## src/rtl/irqarb_pkg.sv

```systemverilog
package irqarb_pkg;
  localparam int TRAP_BASE  = 'h40;
  localparam int GROUP_MASK = 'h1F0;
  localparam int TIMER_LEVEL = 14;

  typedef struct packed {
    logic clear;
    logic load;
  } arbStrobe_t;
endpackage

```

## src/rtl/irqarb_datapath.sv

```systemverilog
module irqarb_datapath
  import irqarb_pkg::*;
#(
  parameter int LEVELS = 16,
  parameter int SOFT_W = 32,
  parameter int TT_W   = 9
) (
  input  logic                      clk,
  input  logic                      rstN,
  input  logic [LEVELS-1:0]         extLevels,
  input  logic                      softSetEn,
  input  logic                      softClrEn,
  input  logic                      softWrEn,
  input  logic [SOFT_W-1:0]         softData,
  input  logic [$clog2(LEVELS)-1:0] curLevel,
  input  arbStrobe_t                strobe,
  output logic [SOFT_W-1:0]         softValue,
  output logic [SOFT_W-1:0]         pendMask,
  output logic                      belowLevel,
  output logic                      winFound,
  output logic [TT_W-1:0]           winType,
  output logic                      irqReq,
  output logic [TT_W-1:0]           trapType
);
  localparam int LW = $clog2(LEVELS);
  localparam int TICK_BIT = 0;
  localparam int STICK_BIT = LEVELS;

  logic [SOFT_W-1:0] softReg;
  logic [SOFT_W-1:0] softNext;
  logic [SOFT_W-1:0] softKeep;
  logic [SOFT_W:0]   thresh;
  logic [LW-1:0]     winLevel;

  // software register next value; arbitration looks at it directly
  always_comb begin
    softNext = softReg;
    if (softWrEn) begin
      softNext = softData;
    end else begin
      if (softSetEn) softNext = softNext | softData;
      if (softClrEn) softNext = softNext & ~softData;
    end
  end

  always_comb begin
    softKeep = softNext;
    softKeep[TICK_BIT] = 1'b0;
    softKeep[STICK_BIT] = 1'b0;
    pendMask = softKeep | SOFT_W'(extLevels);
    if (softNext[TICK_BIT] || softNext[STICK_BIT]) pendMask[TIMER_LEVEL] = 1'b1;
  end

  always_comb begin
    thresh = (SOFT_W+1)'(2) << curLevel;
    belowLevel = {1'b0, pendMask} < thresh;
  end

  // ascending scan so the highest qualifying level is left standing
  always_comb begin
    winFound = 1'b0;
    winLevel = '0;
    for (int i = 0; i < LEVELS; i++) begin
      if (pendMask[i] && (i > int'(curLevel))) begin
        winFound = 1'b1;
        winLevel = LW'(i);
      end
    end
    winType = TT_W'(TRAP_BASE) | TT_W'(winLevel);
  end

  always_ff @(posedge clk or negedge rstN) begin
    if (!rstN) begin
      softReg  <= '0;
      irqReq   <= 1'b0;
      trapType <= '0;
    end else begin
      softReg <= softNext;
      if (strobe.clear) begin
        irqReq   <= 1'b0;
        trapType <= '0;
      end else if (strobe.load) begin
        irqReq   <= 1'b1;
        trapType <= winType;
      end
    end
  end

  assign softValue = softReg;
endmodule

```

## src/rtl/irqarb_control.sv

```systemverilog
module irqarb_control
  import irqarb_pkg::*;
#(
  parameter int TT_W = 9,
  parameter int TL_W = 3
) (
  input  logic            vecBusy,
  input  logic            intEnable,
  input  logic            belowLevel,
  input  logic            winFound,
  input  logic [TT_W-1:0] winType,
  input  logic [TT_W-1:0] trapType,
  input  logic [TL_W-1:0] trapLevel,
  input  logic [TT_W-1:0] savedType,
  output arbStrobe_t      strobe
);
  logic savedInGroup;
  logic suppress;

  always_comb begin
    savedInGroup = (savedType & TT_W'(GROUP_MASK)) == TT_W'(TRAP_BASE);
    suppress = (trapLevel != '0) && savedInGroup && (savedType > winType);
  end

  always_comb begin
    strobe = '0;
    if (!vecBusy) begin
      if (belowLevel || !intEnable) begin
        strobe.clear = 1'b1;
      end else if (winFound && !suppress && (winType != trapType)) begin
        strobe.load = 1'b1;
      end
    end
  end
endmodule

```

## src/rtl/irqarb_top.sv

```systemverilog
module irqarb_top
  import irqarb_pkg::*;
(
  input  logic        clk,
  input  logic        rstN,
  input  logic [15:0] extLevels,
  input  logic        softSetEn,
  input  logic        softClrEn,
  input  logic        softWrEn,
  input  logic [31:0] softData,
  input  logic [3:0]  curLevel,
  input  logic        intEnable,
  input  logic        vecBusy,
  input  logic [2:0]  trapLevel,
  input  logic [8:0]  savedType,
  output logic        irqReq,
  output logic [8:0]  trapType,
  output logic [31:0] softValue
);
  localparam int LEVELS = 16;
  localparam int SOFT_W = 32;
  localparam int TT_W   = 9;
  localparam int TL_W   = 3;

  arbStrobe_t        strobe;
  logic [SOFT_W-1:0] pendMask;
  logic              belowLevel;
  logic              winFound;
  logic [TT_W-1:0]   winType;

  irqarb_datapath #(.LEVELS(LEVELS), .SOFT_W(SOFT_W), .TT_W(TT_W)) u_dp (
    .clk(clk), .rstN(rstN), .extLevels(extLevels),
    .softSetEn(softSetEn), .softClrEn(softClrEn), .softWrEn(softWrEn),
    .softData(softData), .curLevel(curLevel), .strobe(strobe),
    .softValue(softValue), .pendMask(pendMask), .belowLevel(belowLevel),
    .winFound(winFound), .winType(winType), .irqReq(irqReq),
    .trapType(trapType)
  );

  irqarb_control #(.TT_W(TT_W), .TL_W(TL_W)) u_ctl (
    .vecBusy(vecBusy), .intEnable(intEnable), .belowLevel(belowLevel),
    .winFound(winFound), .winType(winType), .trapType(trapType),
    .trapLevel(trapLevel), .savedType(savedType), .strobe(strobe)
  );
endmodule

```

## config.mk

```make
export PLATFORM = sky130hd
export DESIGN_NAME = irqarb_top
export DESIGN_NICKNAME = d
export VERILOG_FILES = /design/src/rtl/irqarb_pkg.sv /design/src/rtl/irqarb_datapath.sv /design/src/rtl/irqarb_control.sv /design/src/rtl/irqarb_top.sv
export SDC_FILE = /design/constraint.sdc
export NUM_CORES = 1
export LEC_CHECK = 0
export BUFFER_PORTS_ARGS = -buffer_cell sky130_fd_sc_hd__buf_2
export CORE_MARGIN = 3
export CORE_UTILIZATION = 35
export CTS_CLUSTER_DIAMETER = 30
export DETAILED_ROUTE_END_ITERATION = 6
export PLACE_DENSITY_LB_ADDON = 0.08
export SETUP_SLACK_MARGIN = 0.05
export SYNTH_ARGS = -nofsm -noshare
export SYNTH_HDL_FRONTEND = slang
export SYNTH_SLANG_ARGS = --single-unit
```

## constraint.sdc

```tcl
create_clock -name clk -period 4.1 [get_ports clk]
set_clock_uncertainty 0.2 [all_clocks]
set_input_delay 0.615 -clock clk [delete_from_list [all_inputs] [get_ports clk]]
set_output_delay 0.615 -clock clk [all_outputs]
set_load 0.05 [all_outputs]
```

==> flow_summary_export.csv <==
group,metric,value,unit
flow_run,maxCapViolations,0,
global_route,grt_max_degree,38,
yosys,synth.most_common_cell,"nand2_1",
timing,tightest_slew,0.8714,ns
timing,whs,0.2360,ns
timing,setup_viol,0,
timing,relSlewSlack,41.91,%
timing,timing.final.crit_share,90.96,%
clock_tree,clkSlewWorstSetupHoldPaths,0.08,ns
yosys,async_flop_share,100.0,%
floorplanning,die_area,10640,sq um
yosys,synth_ff_type,"dfrtp_1",
global_route,grt-ovfl-total,0,
cells_and_area,antenna-diode-count,0,
cells_and_area,drive_above_1_share,34.04,%
worst_hold_path,hp-class,"in2async",
route,drtAntennaViolNets,0,
critical_path,worstSetupEndpointType,"flop",
placement,place.gp.congestion,0.9557,
critical_path,cp_max_fo,22,
route,routed_wl,10150,um
timing,rsz0062_at_grt,"no",
yosys,syn_avg_cell_area,8.466,sq um
clock_tree,h-tree-depth,2,
floorplanning,die_y,103.1,um
placement,dpl.hpwl,8034,um
floorplanning,start_util,36.96,%
yosys,synthCells,390,
timing,finalHoldViolCount,0,
yosys,synth_top_area_share,28.04,%
timing,finalSetupTns,0,ns
cells_and_area,finalNonFillerCells,625,
clock_tree,cts_inserted_buffers,5,
cells_and_area,nFillCells,898,
clock_tree,cts_tree,"done",
critical_path,crit_slowest_cell,"or4_1",
yosys,yosys_warnings,0,
yosys,seq_area_frac_synth,28.04,%
route,drc,0,
cells_and_area,multi_input_area,2148,sq um
route,first_iter_violations,111,
yosys,synth.distinct_cells,68,
global_route,grt_pass1_wl,16130,um
critical_path,cp_cell_sequence,"buf_4 -> and2b_1 -> o32ai_1 -> or4_1 -> a211o_1 -> a31oi_1 -> nand2b_1 -> inv_1 -> ha_1 -> nor2b_1 -> o21ai_0 -> nand2b_1 -> a21oi_1 -> nor4_1 -> nor3_1 -> buf_4 -> and3_4 -> a22o_1",
clock_tree,cts.sinks,37,
route,dr.pass1.iters,4,
critical_path,ff2ff_setup_slack,0.50,ns
global_route,grt_antenna_before_repair,0,
global_route,grt_pass1_vias,3354,
placement,place_inst,616,
timing,drv_slew,0,
yosys,synth_edf_count,0,
cells_and_area,nNetsFinal,606,
outcome,status,"completed",
yosys,synthTopCellsByArea,"dfrtp_1 (28%), ha_1 (7.2%), a21oi_1 (6.2%)",
power,leakagePower,1.953,nW
clock_tree,cts_buffer_depth,2,
critical_path,crit_family,"simple AND/OR/NAND/NOR gates",
yosys,synthesis.area,3302,sq um
critical_path,cp.required,4.09,ns
route,vias_per_cell,5.486,
cells_and_area,seqCellArea,925.9,sq um
floorplanning,die_w,103.1,um
critical_path,critPathLaunchType,"primary input",
clock_tree,root_buffer,"clkbuf_8",
clock_tree,clk_latency,0.29,ns
critical_path,arrival,3.72,ns
power,power_density,312.7,nW/um^2
placement,port_buffers,107,
critical_path,slowest_delay,0.44,ns
power,peakVddDrop,0.1145,mV
global_route,grt_util_all_layers,19.13,%
route,vias,3429,
cells_and_area,area_growth,28.80,%
floorplanning,rows,34,
timing,fmax,268.1,MHz
yosys,ys_ff_latch,37,
yosys,synth_common_cells,"nand2_1 (43), a21oi_1 (41), dfrtp_1 (37)",
floorplanning,core_area,8934,sq um
route,wl_per_cell,16.23,um
timing,min_period,3.729,ns
floorplanning,pin_count,113,
critical_path,crit_type,"in2reg",
critical_path,critPathBufInv,3,
yosys,synth_top_area_cell,"dfrtp_1",
worst reg2reg max path: stages (launching register included):
cell      delay, ns
dfrtp_1        0.40
nor2b_1        0.15
o32ai_1        0.50
nand2_1        0.11
a211o_1        0.32
a31oi_1        0.21
nand2b_1       0.16
inv_1          0.06
ha_1           0.28
nor2b_1        0.11
o21ai_0        0.07
nand2b_1       0.07
a21oi_1        0.06
nor4_1         0.18
nor3_1         0.07
buf_4          0.15
and3_4         0.18
a22o_1         0.22
kinds of logic after synthesis:
kind of cell	after synthesis	synth area share (%)
xor gates and xnor gates	1	0.2653
buffers and inverters	53	7.578
adders and majority gates	20	7.503
AOI/OAI and AO/OA	154	36.64
and+or+nand+nor	124	19.86
DFF	37	28.04
other	1	0.1136
layout make-up:
class,count,area share (%)
tap,108,3.177
sequential,37,21.77
multi-input combinational,303,50.51
clock inverter,2,0.8826
inverter,29,2.560
timing repair buffer,140,19.15
clock buffer,6,1.942
report_power, final:
| group | internal, mW | total [mW] | switching, mW | leakage (nW) |
|---|---|---|---|---|
| sequential | 0.402 | 0.435 | 0.0327 | 0.437 |
| combinational | 0.199 | 0.558 | 0.359 | 1.46 |
| clock | 0.198 | 0.337 | 0.139 | 0.0574 |
flip-flops by register name, summed over array words and instances, names as in the netlist:
name,flops
u_dp.trapType,5
u_dp.softValue,32
path summary, 6_finish.rpt:
check	cells after the start	from	endpoint
max in group asynchronous	1	rstN	u_dp.softValue[16]$_DFF_PN0_
min	1	rstN	u_dp.softValue[8]$_DFF_PN0_
max reg2reg	17	u_dp.softValue[4]$_DFF_PN0_	u_dp.trapType[3]$_DFFE_PN0P_
min in group clk	2	softData[7]	u_dp.softValue[7]$_DFF_PN0_
min reg2reg	1	u_dp.trapType[3]$_DFFE_PN0P_	u_dp.trapType[3]$_DFFE_PN0P_
max	18	softWrEn	u_dp.trapType[3]$_DFFE_PN0P_
cells in the final DEF (no fill, tap or decap), types with 5 or more instances in the layout:
master     count
buf_2        106
o21ai_0       25
a22o_1         5
inv_1         26
nor2_1        13
nor4_1         5
nand2b_1       7
nor2b_1       15
or2_2          5
nor3_1         5
a2bb2oi_1     13
o211ai_1       5
a21oi_1       41
clkbuf_8       6
or2_1          5
nand2_1       43
o22a_1        11
dfrtp_1       37
ha_1          19
o32ai_2        5
buf_4         31
repair_timing:
action / CTS / global route
gates resized for setup: 0 / 4
buffers inserted: 0 / 1
setup endpoints to repair: 0 / 4
hold buffers: 0 / 0
per-stage QoR:
step                setup slack, ns  area (sq um)  power [mW]  util (%)
finish                       0.3706          4253       1.330     47.61
global placement           -0.04091          4108      0.9890     45.98
global route                 0.1111          4253       1.403     47.61
floorplan                    0.3924          3313      0.8159         -
detailed placement         -0.07937          4108      0.9972     45.98
CTS                          0.2266          4228       1.335     47.32
metal layers:
metal	global-route usage, %	routed length [um]	vias to the layer above
met3	2.300	432	11
met2	32.36	4741	85
met4	4.681	127	0
met1	25.93	4845	1631
li1	-	-	1702
met5	0	0	-
No activity file was read; power rests on OpenSTA's default activity.
